$ cat config.mk
export PLATFORM = sky130hd
export DESIGN_NAME = ff_trunc_unit
export DESIGN_NICKNAME = d
export VERILOG_FILES = /design/src/rtl/ff_trunc_pkg.sv /design/src/rtl/ff_elem_eval.sv /design/src/rtl/ff_loop_ctrl.sv /design/src/rtl/ff_trunc_unit.sv
export SDC_FILE = /design/constraint.sdc
export NUM_CORES = 1
export LEC_CHECK = 0
export BUFFER_PORTS_ARGS = -buffer_cell sky130_fd_sc_hd__buf_2
export CORE_ASPECT_RATIO = 0.7
export CORE_MARGIN = 1.5
export CORE_UTILIZATION = 55
export CTS_BUF_LIST = sky130_fd_sc_hd__clkbuf_4
export CTS_CLUSTER_DIAMETER = 200
export DETAILED_ROUTE_END_ITERATION = 8
export PLACE_DENSITY = 0.92
export SYNTH_ARGS = -nofsm -noshare
export SYNTH_HDL_FRONTEND = slang
export SYNTH_SLANG_ARGS = --single-unit
$ cat constraint.sdc
create_clock -name clk_i -period 2.8 [get_ports clk_i]
set_input_delay 0.14 -clock clk_i [delete_from_list [all_inputs] [get_ports clk_i]]
set_output_delay 0.14 -clock clk_i [all_outputs]
set_load 0.03 [all_outputs]
$ cat src/rtl/ff_trunc_pkg.sv
package ff_trunc_pkg;
  typedef enum logic {
    FF_MEM  = 1'b0,
    FF_COND = 1'b1
  } ff_mode_e;

  typedef struct packed {
    ff_mode_e   mode;
    logic [1:0] bit_sel;
    logic       inv;
    logic       incl;
    logic       rc;
    logic       rc1;
  } ff_cfg_t;
endpackage

$ cat src/rtl/ff_elem_eval.sv
module ff_elem_eval
  import ff_trunc_pkg::*;
#(
  parameter int unsigned VLW = 7
) (
  input  ff_cfg_t        cfg_i,
  input  logic           act_i,
  input  logic [VLW-1:0] idx_i,
  input  logic           fault_i,
  input  logic [3:0]     cr_i,
  output logic           fail_o,
  output logic           exc_o,
  output logic [VLW-1:0] new_vl_o,
  output logic           res_we_o,
  output logic           cr_we_o
);
  logic first;
  logic tested;
  logic hit;
  logic incl_eff;

  assign first    = (idx_i == '0);
  assign tested   = cr_i[2'd3 - cfg_i.bit_sel];
  assign hit      = (tested == cfg_i.inv);
  // inclusive only meaningful without any condition recording
  assign incl_eff = cfg_i.incl & ~cfg_i.rc & ~cfg_i.rc1;

  always_comb begin
    fail_o   = 1'b0;
    exc_o    = 1'b0;
    new_vl_o = idx_i;
    res_we_o = 1'b0;
    cr_we_o  = 1'b0;
    if (act_i) begin
      if (cfg_i.mode == FF_MEM) begin
        fail_o   = fault_i & ~first;
        exc_o    = fault_i & first;
        res_we_o = ~fault_i;
      end else begin
        fail_o   = hit;
        new_vl_o = idx_i + VLW'(incl_eff);
        res_we_o = ~cfg_i.rc1 & (~hit | incl_eff);
        cr_we_o  = (cfg_i.rc | cfg_i.rc1) & ~hit;
      end
    end
  end
endmodule

$ cat src/rtl/ff_loop_ctrl.sv
module ff_loop_ctrl
  import ff_trunc_pkg::*;
#(
  parameter int unsigned VLW = 7
) (
  input  logic           clk_i,
  input  logic           rst_ni,
  input  logic           start_i,
  input  logic [VLW-1:0] vl_i,
  input  ff_cfg_t        cfg_d_i,
  input  logic           act_i,
  input  logic           fail_i,
  input  logic           exc_i,
  input  logic [VLW-1:0] new_vl_i,
  output ff_cfg_t        cfg_q_o,
  output logic [VLW-1:0] idx_o,
  output logic           busy_o,
  output logic           stop_o,
  output logic [VLW-1:0] vl_o
);
  ff_cfg_t        cfg_q;
  logic [VLW-1:0] idx_q;
  logic [VLW-1:0] idx_nxt;
  logic [VLW-1:0] vl_q;
  logic           busy_q;
  logic           stop_q;

  assign idx_nxt = idx_q + VLW'(1);

  always_ff @(posedge clk_i or negedge rst_ni) begin
    if (!rst_ni) begin
      cfg_q  <= '0;
      idx_q  <= '0;
      vl_q   <= '0;
      busy_q <= 1'b0;
      stop_q <= 1'b0;
    end else if (start_i) begin
      cfg_q  <= cfg_d_i;
      idx_q  <= '0;
      vl_q   <= vl_i;
      busy_q <= (vl_i != '0);
      stop_q <= 1'b0;
    end else if (act_i) begin
      if (fail_i) begin
        stop_q <= 1'b1;
        busy_q <= 1'b0;
        vl_q   <= new_vl_i;
      end else if (exc_i) begin
        busy_q <= 1'b0;
      end else begin
        idx_q <= idx_nxt;
        if (idx_nxt == vl_q) busy_q <= 1'b0;
      end
    end
  end

  assign cfg_q_o = cfg_q;
  assign idx_o   = idx_q;
  assign busy_o  = busy_q;
  assign stop_o  = stop_q;
  assign vl_o    = vl_q;
endmodule

$ cat src/rtl/ff_trunc_unit.sv
module ff_trunc_unit
  import ff_trunc_pkg::*;
#(
  parameter int unsigned MAX_VL = 64,
  localparam int unsigned VLW   = $clog2(MAX_VL + 1)
) (
  input  logic           clk_i,
  input  logic           rst_ni,
  input  logic           start_i,
  input  logic [VLW-1:0] vl_i,
  input  logic           mode_i,
  input  logic [1:0]     bit_sel_i,
  input  logic           inv_i,
  input  logic           incl_i,
  input  logic           rc_i,
  input  logic           rc1_i,
  input  logic           elem_valid_i,
  input  logic           elem_fault_i,
  input  logic [3:0]     elem_cr_i,
  output logic           res_we_o,
  output logic           cr_we_o,
  output logic           exc_o,
  output logic           busy_o,
  output logic           stop_o,
  output logic [VLW-1:0] vl_o
);
  ff_cfg_t        cfg_d;
  ff_cfg_t        cfg_q;
  logic [VLW-1:0] idx;
  logic [VLW-1:0] new_vl;
  logic           act;
  logic           fail;
  logic           exc;
  logic           busy;
  logic           cfg_rc1_q;
  logic           cfg_cond_q;

  assign cfg_d = '{mode: ff_mode_e'(mode_i), bit_sel: bit_sel_i, inv: inv_i,
                   incl: incl_i, rc: rc_i, rc1: rc1_i};

  // start wins over a same-cycle element
  assign act = busy & elem_valid_i & ~start_i;

  ff_elem_eval #(.VLW(VLW)) u_eval (
    .cfg_i    (cfg_q),
    .act_i    (act),
    .idx_i    (idx),
    .fault_i  (elem_fault_i),
    .cr_i     (elem_cr_i),
    .fail_o   (fail),
    .exc_o    (exc),
    .new_vl_o (new_vl),
    .res_we_o (res_we_o),
    .cr_we_o  (cr_we_o)
  );

  ff_loop_ctrl #(.VLW(VLW)) u_ctrl (
    .clk_i    (clk_i),
    .rst_ni   (rst_ni),
    .start_i  (start_i),
    .vl_i     (vl_i),
    .cfg_d_i  (cfg_d),
    .act_i    (act),
    .fail_i   (fail),
    .exc_i    (exc),
    .new_vl_i (new_vl),
    .cfg_q_o  (cfg_q),
    .idx_o    (idx),
    .busy_o   (busy),
    .stop_o   (stop_o),
    .vl_o     (vl_o)
  );

  assign exc_o      = exc;
  assign busy_o     = busy;
  assign cfg_rc1_q  = cfg_q.rc1;
  assign cfg_cond_q = (cfg_q.mode == FF_COND);
endmodule

==> flow_summary_export.csv <==
group,metric,value,unit
power,swShare,34.8,%
synth,ys_seq_area_share,38.5,%
timing,relSlewSlack,59.6,%
power,powerDensity,467,nW/um2
critical_path,cp.arrival,2.51,ns
power,pwr-share-comb,29.2,%
clocking,cts_buffer_depth,2,
synth,synth_edf_count,0,
timing,setup_tns,0,ns
detailed_routing,wirelength,3580,um
synth,syn_area_per_cell,9.40,um2
synth,ys.warnings.count,0,
floorplanning,die-height,46.6,um
timing,hold_viol_final,0,
synth,synth_flop_cell,"dfrtp_1",
cells_and_area,final_cell_mix,"buf_2 (34), dfrtp_1 (23), nor2_1 (14)",
global_route,grt_max_degree,27,
floorplanning,io_pins,35,
synth,netlist_area,1500,um2
placed_design,dpl_worst_slack,0.542,ns
clocking,h-tree-depth,1,
cells_and_area,layout-drive-gt1-share,26.0,%
critical_path,worstSetupStartpointType,"flop",
cells_and_area,stdcell_area,1730,um2
global_route,antenna_found_initial,0,
critical_path,critPathMaxFanout,16,
clocking,numCtsBuffers,3,
synth,syn_nets,186,
global_route,grt_pass1_vias,1201,
floorplanning,design.core.area,2510,um2
synth,ys_ff_latch,23,
power,clkPwrFrac,20.7,%
power,netSwitchingPower,281,uW
clocking,post-cts-setup-buffers,0,
synth,syn_inst,159,
timing,finalCriticalPeriod,2.30,ns
timing,drv_slew,0,
placed_design,gp_congestion,0.935,
placed_design,port_buffers,34,
timing,fmax,435,MHz
job,drv_cap,0,
clocking,postCtsResizedCells,0,
power,p_total,808,uW
floorplanning,die_area,3050,um2
floorplanning,rows,15,
cells_and_area,area_growth_syn_to_layout,15.7,%
clocking,path_clk_slew,0.12,ns
clocking,cts_tree,"built",
critical_path,crit_required,3.01,ns
timing,setup_slack,0.503,ns
global_route,grt.total_usage,26.1,%
clocking,cts_root_buf,"clkbuf_4",
power,p_leak,0.000779,uW
timing,period_share,82.0,%
timing,tightest_slew,0.601,ns
placed_design,dp_hpwl,2760,um
power,p_int,526,uW
worst_hold_path,hold_class,"in2reg",
critical_path,crit_path_end_kind,"flop",
detailed_routing,antenna_left,0,
global_route,grt_first_pass_wirelength,5770,um
placed_design,place_area,1690,um2
clocking,numClockSinks,23,
clocking,clk_latency,0.32,ns
synth,synth_area_leaders,"dfrtp_1 (38%), mux2_2 (6.0%), xor2_1 (5.3%)",
synth,yosysTopAreaCell,"dfrtp_1",
timing,rsz0062_at_grt,"no",
detailed_routing,drc,0,
cells_and_area,fin_nets,220,
detailed_routing,vias_per_cell,5.88,
synth,netlist.area_leader.share,38.5,%
detailed_routing,vias,1330,
synth,synthArstFlopShare,100,%
timing,fin_skew,0.00380,ns
power,irDropWorstVdd,0.000311,V
synth,ys_types,39,
detailed_routing,wl_per_cell,15.8,um
status,outcome,"finished clean",
detailed_routing,drt_iter0_markers,128,
cells_and_area,diodes,0,
floorplanning,die_w,65.3,um
power,pwr-share-seq,50.2,%
critical_path,critical_path_class,"reg2reg",
timing,setup_viol,0,
global_route,gr-total-overflow,0,
floorplanning,start_util,59.5,%
cells_and_area,final_common_cell,"buf_2",
clocking,cts_hold_buf,1,
detailed_routing,firstDrtPassIters,4,
## area by class of cell
type / count / area, um2
Clock buffer: 4 / 30.0
Fill cell: 215 / 785
Inverter: 8 / 30.0
Multi-Input combinational cell: 120 / 857
Sequential cell: 23 / 576
Tap cell: 34 / 42.5
Timing Repair Buffer: 37 / 195
## cell usage after synthesis (3+ instances only)
library cell,count
a21oi_1,9
a221o_1,3
clkbuf_1,5
dfrtp_1,23
ha_1,4
inv_1,8
mux2_2,8
mux2i_1,6
nand2_1,5
nand2b_1,3
nand3_1,5
nand4_1,3
nor2_1,14
nor3_1,3
nor4_1,4
o21ai_0,7
or3_1,5
xnor2_1,8
xor2_1,9
## path summary, 6_finish.rpt
check	startpoint	end	slack [ns]	cells after the start
max in group asynchronous	rst_ni	u_ctrl.vl_o[6]$_DFFE_PN0P_	2.14	2
max reg2reg	u_ctrl.cfg_q_o[6]$_DFFE_PN0P_	u_ctrl.vl_o[5]$_DFFE_PN0P_	0.50	6
min reg2reg	u_ctrl.cfg_q_o[2]$_DFFE_PN0P_	u_ctrl.cfg_q_o[2]$_DFFE_PN0P_	0.53	1
max	u_ctrl.cfg_q_o[6]$_DFFE_PN0P_	u_ctrl.vl_o[5]$_DFFE_PN0P_	0.50	6
min	bit_sel_i[1]	u_ctrl.cfg_q_o[5]$_DFFE_PN0P_	0.04	2
min in group asynchronous	rst_ni	u_ctrl.cfg_q_o[4]$_DFFE_PN0P_	0.31	2
## state kept, by name, summed over array words and instances, names as in the netlist
signal / flops
u_ctrl.idx_o: 7
u_ctrl.stop_o: 1
u_ctrl.cfg_q_o: 7
u_ctrl.busy_o: 1
u_ctrl.vl_o: 7
## per-stage QoR
| stage | std cells | hold WS [ns] | utilization (%) |
|---|---|---|---|
| floorplan | 159 | -0.156 | - |
| global placement | 221 | 0.131 | 67.2 |
| detailed placement | 221 | 0.143 | 67.2 |
| CTS | 226 | 0.0398 | 68.8 |
| global route | 226 | 0.0313 | 68.8 |
| finish | 226 | 0.0436 | 68.8 |
## power by group through the flow
stage,Sequential [uW],Clock [uW],Combinational [uW]
6_report,405,167,235
3_5_place_dp,411,0,232
4_1_cts,404,170,235
2_1_floorplan,434,0,128
3_3_place_gp,407,0,222
5_1_grt,412,186,256
## cells by family (layout without fill, tap and decap cells)
family,after synthesis,count (layout),share of synthesized area [%]
AO/OA/AOI/OAI,31,31,13.9
multiplexers,15,15,11.0
XOR/XNOR,17,17,9.96
buffers and inverters,16,49,4.18
flip-flops,23,23,38.5
adder cells (fa/ha/maj),4,4,3.35
AND/OR/NAND/NOR,53,53,19.2
## worst max-delay path, cell delays in order (launching register included)
cell and delay, ns:
dfrtp_1 0.64, or3b_1 0.40, mux2i_1 0.35, o31ai_1 0.13, buf_4 0.17, and2_1 0.18, a221o_1 0.33
## metal layers
metal | track usage (%) | vias to the layer above | routed length [um]
li1 | - | 644 | -
met1 | 36.2 | 633 | 1720
met2 | 41.4 | 51 | 1590
met3 | 7.33 | 2 | 254
met4 | 5.00 | 0 | 17
met5 | 0 | - | 0
Power figures use the tool's default switching activity.
